<file path="config.mk">
export PLATFORM = sky130hd
export DESIGN_NAME = qpsk_phase_mod
export DESIGN_NICKNAME = d
export VERILOG_FILES = /design/src/rtl/qpsk_pkg.sv /design/src/rtl/qpsk_sym_collect.sv /design/src/rtl/qpsk_phase_gen.sv /design/src/rtl/qpsk_sine_lut.sv /design/src/rtl/qpsk_phase_mod.sv
export SDC_FILE = /design/constraint.sdc
export NUM_CORES = 1
export LEC_CHECK = 0
export ABC_AREA = 0
export BUFFER_PORTS_ARGS = -buffer_cell sky130_fd_sc_hd__buf_4
export CAP_MARGIN = 20
export CORE_MARGIN = 2
export CORE_UTILIZATION = 61
export CTS_BUF_LIST = sky130_fd_sc_hd__clkbuf_8
export DETAILED_ROUTE_END_ITERATION = 10
export PLACE_DENSITY = 0.95
export SKIP_CTS_REPAIR_TIMING = 1
export SLEW_MARGIN = 25
export SYNTH_ARGS = -nofsm -noshare
export SYNTH_HDL_FRONTEND = slang
export SYNTH_HIERARCHICAL = 1
export SYNTH_SLANG_ARGS = --single-unit
</file>
<file path="constraint.sdc">
create_clock -name clk -period 2.6 [get_ports clk]
set_clock_uncertainty 0.1 [all_clocks]
set_input_delay 0.13 -clock clk [delete_from_list [all_inputs] [get_ports clk]]
set_output_delay 0.13 -clock clk [all_outputs]
set_load 0.05 [all_outputs]
</file>
<file path="src/rtl/qpsk_pkg.sv">
package qpsk_pkg;
  localparam int PHASE_W      = 8;
  localparam int SAMP_PER_CYC = 8;
  localparam int CYC_PER_SYM  = 5;
  localparam int OUT_W        = 16;
  localparam int PEAK         = 32767;
  localparam int DIAG         = 23170;  // round(PEAK / sqrt(2))
  localparam int SYM_W        = 2;

  localparam int LUT_AW       = $clog2(SAMP_PER_CYC);
  localparam int PHASE_STEP   = (1 << PHASE_W) / SAMP_PER_CYC;
  localparam int SAMP_PER_SYM = SAMP_PER_CYC * CYC_PER_SYM;
  localparam int CNT_W        = $clog2(SAMP_PER_SYM);

  typedef logic [1:0] quarter_t;

  // Gray-coded symbol to quarter-turn index
  function automatic quarter_t gray_to_quarter(logic [1:0] s);
    return {s[1], s[1] ^ s[0]};
  endfunction
endpackage

</file>
<file path="src/rtl/qpsk_sym_collect.sv">
module qpsk_sym_collect
  import qpsk_pkg::*;
#(
  parameter int BITS = SYM_W
) (
  input  logic            clk,
  input  logic            rst_n,
  input  logic            in_valid,
  input  logic            in_bit,
  input  logic            take,
  output logic            in_ready,
  output logic            full,
  output logic [BITS-1:0] sym
);
  localparam int CW = $clog2(BITS + 1);

  logic [CW-1:0]   count_q, count_d;
  logic [BITS-1:0] shift_q, shift_d;
  logic            accept;

  assign full     = (count_q == CW'(BITS));
  assign in_ready = !full;
  assign accept   = in_valid && in_ready;
  assign sym      = shift_q;

  always_comb begin
    shift_d = shift_q;
    count_d = count_q;
    if (take) begin
      count_d = '0;
    end else if (accept) begin
      shift_d = {shift_q[BITS-2:0], in_bit};
      count_d = count_q + CW'(1);
    end
  end

  always_ff @(posedge clk or negedge rst_n) begin
    if (!rst_n) begin
      count_q <= '0;
      shift_q <= '0;
    end else begin
      count_q <= count_d;
      if (accept) shift_q <= shift_d;
    end
  end

  p_accept_counts_r1: assert property (@(posedge clk) disable iff (!rst_n)
    accept |=> (count_q == $past(count_q) + CW'(1)));

  p_take_frees_r4: assert property (@(posedge clk) disable iff (!rst_n)
    take |=> (in_ready && count_q == '0));
endmodule

</file>
<file path="src/rtl/qpsk_phase_gen.sv">
module qpsk_phase_gen
  import qpsk_pkg::*;
#(
  parameter int PW   = PHASE_W,
  parameter int STEP = PHASE_STEP,
  parameter int NSYM = SAMP_PER_SYM,
  parameter int CW   = CNT_W
) (
  input  logic          clk,
  input  logic          rst_n,
  input  logic          full,
  input  logic [1:0]    sym,
  output logic          take,
  output logic [PW-1:0] phase,
  output logic          underrun
);
  localparam logic [CW-1:0] LAST = CW'(NSYM - 1);

  logic [PW-1:0] acc_q, acc_d;
  logic [CW-1:0] cnt_q, cnt_d;
  quarter_t      quarter_q, quarter_d;
  logic          under_q, under_d;
  logic          boundary;
  logic          adv_en;

  assign adv_en   = 1'b1;
  assign boundary = (cnt_q == LAST);
  assign take     = boundary && full;
  assign phase    = acc_q + {quarter_q, {(PW-2){1'b0}}};
  assign underrun = under_q;

  always_comb begin
    acc_d     = acc_q + PW'(STEP);
    cnt_d     = boundary ? '0 : cnt_q + CW'(1);
    quarter_d = take ? gray_to_quarter(sym) : quarter_q;
    under_d   = boundary && !full;
  end

  always_ff @(posedge clk or negedge rst_n) begin
    if (!rst_n) begin
      acc_q     <= '0;
      cnt_q     <= '0;
      quarter_q <= '0;
      under_q   <= 1'b0;
    end else if (adv_en) begin
      acc_q     <= acc_d;
      cnt_q     <= cnt_d;
      quarter_q <= quarter_d;
      under_q   <= under_d;
    end
  end

  p_symstart_phase_zero_r4: assert property (@(posedge clk) disable iff (!rst_n)
    (cnt_q == '0) |-> (acc_q == '0));

  p_underrun_holds_r5: assert property (@(posedge clk) disable iff (!rst_n)
    under_q |-> (quarter_q == $past(quarter_q)));

  p_underrun_pulse_r5: assert property (@(posedge clk) disable iff (!rst_n)
    under_q |=> !under_q);
endmodule

</file>
<file path="src/rtl/qpsk_sine_lut.sv">
module qpsk_sine_lut
  import qpsk_pkg::*;
#(
  parameter int PW = PHASE_W,
  parameter int AW = LUT_AW,
  parameter int OW = OUT_W
) (
  input  logic                 clk,
  input  logic                 rst_n,
  input  logic [PW-1:0]        phase,
  output logic signed [OW-1:0] sample_out,
  output logic                 sample_valid
);
  logic [AW-1:0]        addr_q;
  logic                 v1_q, v2_q;
  logic signed [OW-1:0] samp_q, samp_d;

  function automatic logic signed [OW-1:0] cos_at(logic [AW-1:0] a);
    case (a)
      AW'(0):  return OW'(PEAK);
      AW'(1):  return OW'(DIAG);
      AW'(2):  return '0;
      AW'(3):  return OW'(-DIAG);
      AW'(4):  return OW'(-PEAK);
      AW'(5):  return OW'(-DIAG);
      AW'(6):  return '0;
      AW'(7):  return OW'(DIAG);
      default: return '0;
    endcase
  endfunction

  always_comb samp_d = cos_at(addr_q);

  always_ff @(posedge clk or negedge rst_n) begin
    if (!rst_n) begin
      addr_q <= '0;
      v1_q   <= 1'b0;
      v2_q   <= 1'b0;
      samp_q <= '0;
    end else begin
      addr_q <= phase[PW-1 -: AW];
      v1_q   <= 1'b1;
      v2_q   <= v1_q;
      if (v1_q) samp_q <= samp_d;
    end
  end

  assign sample_out   = samp_q;
  assign sample_valid = v2_q;

  p_valid_sticky_r7: assert property (@(posedge clk) disable iff (!rst_n)
    v2_q |=> v2_q);

  p_amp_bound_r8: assert property (@(posedge clk) disable iff (!rst_n)
    v2_q |-> (samp_q >= OW'(-PEAK) && samp_q <= OW'(PEAK)));
endmodule

</file>
<file path="src/rtl/qpsk_phase_mod.sv">
module qpsk_phase_mod
  import qpsk_pkg::*;
(
  input  logic                    clk,
  input  logic                    rst_n,
  input  logic                    in_valid,
  input  logic                    in_bit,
  output logic                    in_ready,
  output logic signed [OUT_W-1:0] sample_out,
  output logic                    sample_valid,
  output logic                    underrun
);
  logic               full;
  logic [SYM_W-1:0]   sym;
  logic               take;
  logic [PHASE_W-1:0] phase;

  qpsk_sym_collect #(.BITS(SYM_W)) u_collect (
    .clk      (clk),
    .rst_n    (rst_n),
    .in_valid (in_valid),
    .in_bit   (in_bit),
    .take     (take),
    .in_ready (in_ready),
    .full     (full),
    .sym      (sym)
  );

  qpsk_phase_gen #(
    .PW   (PHASE_W),
    .STEP (PHASE_STEP),
    .NSYM (SAMP_PER_SYM),
    .CW   (CNT_W)
  ) u_phase (
    .clk      (clk),
    .rst_n    (rst_n),
    .full     (full),
    .sym      (sym),
    .take     (take),
    .phase    (phase),
    .underrun (underrun)
  );

  qpsk_sine_lut #(
    .PW (PHASE_W),
    .AW (LUT_AW),
    .OW (OUT_W)
  ) u_lut (
    .clk          (clk),
    .rst_n        (rst_n),
    .phase        (phase),
    .sample_out   (sample_out),
    .sample_valid (sample_valid)
  );
endmodule

</file>
==> impl_metrics.ini, run 1 <==
[run_status]
status = finished, final reports clean

[die]
design.die.area_mm2 = 0.002358
rows = 16
die_y_um = 48.56
ios = 23
die_x_um = 48.56
core_mm2 = 0.001922
start_util = 0.6302

[route]
ant_nets = 0
drc_errors = 0
drt_iter0_markers = 8
wirelength_um = 1935
num_vias = 731
routed_via_density = 5.112
dr.pass1.iters = 4
wl_per_cell_um = 13.53

[cells_and_area]
fin_area_mm2 = 0.001384
diodes = 0
final_util = 0.7201
final_cell_count_no_fill = 143
final_nets = 129
area_growth_pct = 14.26
layout-drive-gt1-share = 0.2759

[sta]
fin_tns_setup_ns = 0
period_minus_slack_ns = 1.852
setup_viol = 0
slew_viol_final = 0
hold_violations = 0
worst_slack_ns = 0.7483
fmax_mhz = 540.1
finalCritPeriodShare = 0.7122
grt_setup_unrepaired = false

[placement]
gp_congestion = 0.7334
placed_area_mm2 = 0.001309
post-dp-hpwl_um = 1323
dp_cells = 137
place_ws_ns = 0.8076
portBuffers = 22

[critical_path]
crit_arrival_ns = 1.90
crit_type = flop to flop
slowest_stage = dfrtp_1
max_stage_delay_ns = 0.42
crit_path_cell_trace = ha_1 -> and4bb_1 -> nand3_2 -> inv_1 -> nor2_2 -> mux2_1
setup.worst_path.start_class = flop
crit_fanout = 4
worstPathRequired_ns = 2.65
crit_path_end_kind = flop

[clocking]
clk_pin_slew_ns = 0.08
htreeDepth = 1
cts_root_buf = clkbuf_8
clockBufferDepth = 2
cts_tree = built
cts_made_buffers = 3
clkLatencyLatePin_ns = 0.27
cts.sinks = 26

[grt]
grt-ovfl-total = 0
grtUsageTotal = 0.1794
grt_pass1_vias = 708
antenna_found_initial = 0
grt_pass1_wl_um = 3118
grt_max_degree = 27

[yosys]
syn_inst = 101
syn_area_mm2 = 0.001211
synth_warnings = 6
avgSynthCellArea_um2 = 11.99
syn_nets = 113

[power]
leakage_nw = 0.7082
ir_drop_uv = 659.5
powerDensity_mw_per_mm2 = 1061

[hold_path]
hold_path_class = primary input to flop

[flow_run]
drv_cap = 0
[cell type report]
cell class	count	area, um2
multi-input combinational	56	436.7
sequential	26	650.6
inverter	6	22.52
tap	27	33.78
fill	119	538.0
clock buffer	4	55.05
timing repair buffer	24	185.2
[state kept, by name (all words and copies together), names as in the netlist]
register,cells
u_phase/cnt_q,6
u_phase/quarter_q,2
u_lut/v1_q,1
u_phase/underrun,1
u_lut/sample_valid,1
u_collect/sym,2
u_lut/sample_out,5
u_phase/acc_q,3
u_collect/count_q,2
u_lut/addr_q,3
[routing by layer]
layer,up-vias,global-route usage,share of wire
met4,0,0.1095,0.034
li1,348,-,-
met5,-,0,0
met2,28,0.3079,0.50
met1,346,0.1958,0.41
met3,9,0.05247,0.059
[worst paths after layout]
check                                                start                                to  slack, ns  depth (start not counted)
worst max-delay path            u_phase/cnt_q[0]$_DFF_PN0_      u_collect/sym[0]$_DFFE_PN0P_       0.75                          6
worst min-delay path                              in_valid  u_collect/count_q[1]$_DFFE_PN0P_       0.15                          4
worst max register to register  u_phase/cnt_q[0]$_DFF_PN0_      u_collect/sym[0]$_DFFE_PN0P_       0.75                          6
worst min register to register  u_phase/acc_q[5]$_DFF_PN0_         u_lut/addr_q[0]$_DFF_PN0_       0.32                          0
max in group asynchronous                            rst_n        u_phase/cnt_q[3]$_DFF_PN0_       1.98                          2
min in group asynchronous                            rst_n  u_lut/sample_out[14]$_DFFE_PN0P_       0.19                          2
[worst max-delay path: cells and delay by family (launching register included)]
| family | cells | cell delay, ns |
|---|---|---|
| adders and majority gates | 1 | 0.25 |
| muxes | 1 | 0.36 |
| DFF | 1 | 0.42 |
| buffers and inverters | 1 | 0.09 |
| and+or+nand+nor | 3 | 0.52 |
[layout by cell type (no fill, tap or decap), types with 2 or more instances in the layout]
cell,n
nor2_1,9
nand3_1,2
or2_1,3
dlygate4sd3_1,2
nand2b_1,2
xor2_1,4
xnor2_1,4
mux2_1,3
clkbuf_8,4
nand2_1,3
inv_1,6
dfrtp_1,26
buf_4,22
ha_1,8
a31oi_1,5
[through the flow]
step | hold WS (ns) | power [mW]
detailed placement | -0.04825 | 1.209
global route | 0.1673 | 1.537
floorplan | -0.2656 | 1.094
global placement | -0.05321 | 1.182
finish | 0.1459 | 1.469
CTS | -0.3459 | 1.476
[power breakdown]
| group | internal (mW) | total (mW) | switching (mW) | leakage (nW) |
|---|---|---|---|---|
| Sequential | 0.480 | 0.550 | 0.0705 | 0.326 |
| Clock | 0.135 | 0.258 | 0.122 | 0.0288 |
| Combinational | 0.221 | 0.661 | 0.440 | 0.354 |
Note: power is estimated with default switching activity, not from simulation.
==> run 2, diff against run 1 <==
--- a/config.mk
+++ b/config.mk
@@ -9,10 +9,10 @@
 export BUFFER_PORTS_ARGS = -buffer_cell sky130_fd_sc_hd__buf_4
 export CAP_MARGIN = 20
 export CORE_MARGIN = 2
-export CORE_UTILIZATION = 61
+export CORE_UTILIZATION = 56
 export CTS_BUF_LIST = sky130_fd_sc_hd__clkbuf_8
 export DETAILED_ROUTE_END_ITERATION = 10
-export PLACE_DENSITY = 0.95
+export PLACE_DENSITY = 0.9
 export SKIP_CTS_REPAIR_TIMING = 1
 export SLEW_MARGIN = 25
 export SYNTH_ARGS = -nofsm -noshare
==> constraint.sdc (replaced) <==
create_clock -name clk -period 1.84 [get_ports clk]
set_clock_uncertainty 0.1 [all_clocks]
set_input_delay 0.092 -clock clk [delete_from_list [all_inputs] [get_ports clk]]
set_output_delay 0.092 -clock clk [all_outputs]
set_load 0.05 [all_outputs]
==> run 2 against run 1 <==
Against the previous run: non-clock buffer count increased by 1; critical path type unchanged; wire length decreased by 13%; worst setup slack got worse by 0.64 ns; critical endpoint unchanged.
==> impl_metrics.ini, run 2 (synthesis results as in run 1) <==
[critical_path]
ff2ff_path_depth = 6
setup.worst_path.start_class = flop
crit_path_end_kind = flop
crit_type = flop to flop
worstPathRequired_ns = 1.88
rr_endpoint = u_collect/sym[0]$_DFFE_PN0P_
reg2reg_slack_ns = 0.11
worstReg2RegStart = u_phase/cnt_q[0]$_DFF_PN0_
crit_fanout = 4
crit_arrival_ns = 1.78

[sta]
fin_tns_setup_ns = 0
grt_setup_unrepaired = false
setup_viol = 0
hold_violations = 0
slew_viol_final = 0
finalHoldWorstSlack_ns = 0.1196
period_minus_slack_ns = 1.735
finalCritPeriodShare = 0.9427
fmax_mhz = 576.5
worst_slack_ns = 0.1054

[hold_path]
whs_path_depth = 4
hp-start = in_valid
hold_path_end = u_collect/count_q[0]$_DFFE_PN0P_
hold_path_class = primary input to flop

[clocking]
clkLatencyLatePin_ns = 0.26
clk_pin_slew_ns = 0.08
cts_made_buffers = 3
cts_tree = built
cts.sinks = 26
clockBufferDepth = 2
htreeDepth = 1
cts_root_buf = clkbuf_8

[die]
ios = 23
start_util = 0.6050
design.die.area_mm2 = 0.002551
core_mm2 = 0.002002
rows = 16
die_x_um = 50.51
die_y_um = 50.51

[cells_and_area]
final_nets = 130
fin_area_mm2 = 0.001385
final_common_cell = dfrtp_1
final_util = 0.6919
final_cell_mix = dfrtp_1, buf_4, nor2_1
regMostFlops = u_phase/cnt_q
area_growth_pct = 14.36
layout-drive-gt1-share = 0.2845
diodes = 0
final_cell_count_no_fill = 143
largest_reg_flops = 6

[route]
dr.pass1.iters = 3
drc_errors = 0
num_vias = 713
wirelength_um = 1680
routed_via_density = 4.986
wl_per_cell_um = 11.75
ant_nets = 0
drt_iter0_markers = 7

[power]
comb_power_share = 0.460
p_sw_frac = 0.4300
p_sw_mw = 0.8558
p_int_mw = 1.135
ir_drop_uv = 1152
seqPwrFrac = 0.389
power_mw = 1.990
powerDensity_mw_per_mm2 = 1437
power_frac_clock = 0.151
leakage_nw = 0.7052

[placement]
gp_congestion = 0.7067
place_ws_ns = 0.06624
post-dp-hpwl_um = 1229
portBuffers = 22
dp_cells = 137
placed_area_mm2 = 0.001309

[grt]
grt-ovfl-total = 0
grt_pass1_wl_um = 2842
antenna_found_initial = 0
grt_pass1_vias = 669
grt_max_degree = 27
grtUsageTotal = 0.1520

[flow_run]
drv_cap = 0

[run_status]
status = finished, final reports clean
run 2: layout make-up:
type | instances | area, um2
Timing Repair Buffer | 25 | 192.7
Inverter | 6 | 22.52
Fill cell | 150 | 616.8
Tap cell | 27 | 33.78
Clock buffer | 3 | 41.29
Sequential cell | 26 | 650.6
Multi-Input combinational cell | 56 | 444.2
run 2: power groups by stage:
| stage | Combinational [mW] | Clock [mW] | Sequential (mW) |
|---|---|---|---|
| after floorplan | 0.671 | 0 | 0.875 |
| after global placement | 0.892 | 0 | 0.777 |
| after detailed placement | 0.911 | 0 | 0.787 |
| after CTS | 0.914 | 0.311 | 0.776 |
| after global routing | 0.963 | 0.327 | 0.793 |
| final | 0.915 | 0.301 | 0.774 |
run 2: how the worst max path moves through the flow:
stage	end	start
after floorplan	u_collect/sym[0]$_DFFE_PN0P_	u_phase/cnt_q[0]$_DFF_PN0_
after global placement	u_collect/sym[0]$_DFFE_PN0P_	u_phase/cnt_q[0]$_DFF_PN0_
after detailed placement	u_collect/sym[0]$_DFFE_PN0P_	u_phase/cnt_q[0]$_DFF_PN0_
after CTS	u_collect/sym[0]$_DFFE_PN0P_	u_phase/cnt_q[0]$_DFF_PN0_
after global routing	u_collect/sym[0]$_DFFE_PN0P_	u_phase/cnt_q[0]$_DFF_PN0_
final	u_collect/sym[0]$_DFFE_PN0P_	u_phase/cnt_q[0]$_DFF_PN0_
run 2: layer usage:
metal  vias to the layer above  share of wire  track usage
met1                       340           0.42       0.1630
met3                         2          0.073      0.05357
met2                        26           0.50       0.2807
li1                        345              -            -
met4                         0         0.0065      0.04054
met5                         -              0            0
run 2: worst max-delay path, stage by stage (launching register included):
cell and delay [ns]:
dfrtp_1 0.41, ha_2 0.21, and4bb_1 0.22, nand3_2 0.10, inv_1 0.10, nor2_4 0.14, mux2_1 0.33
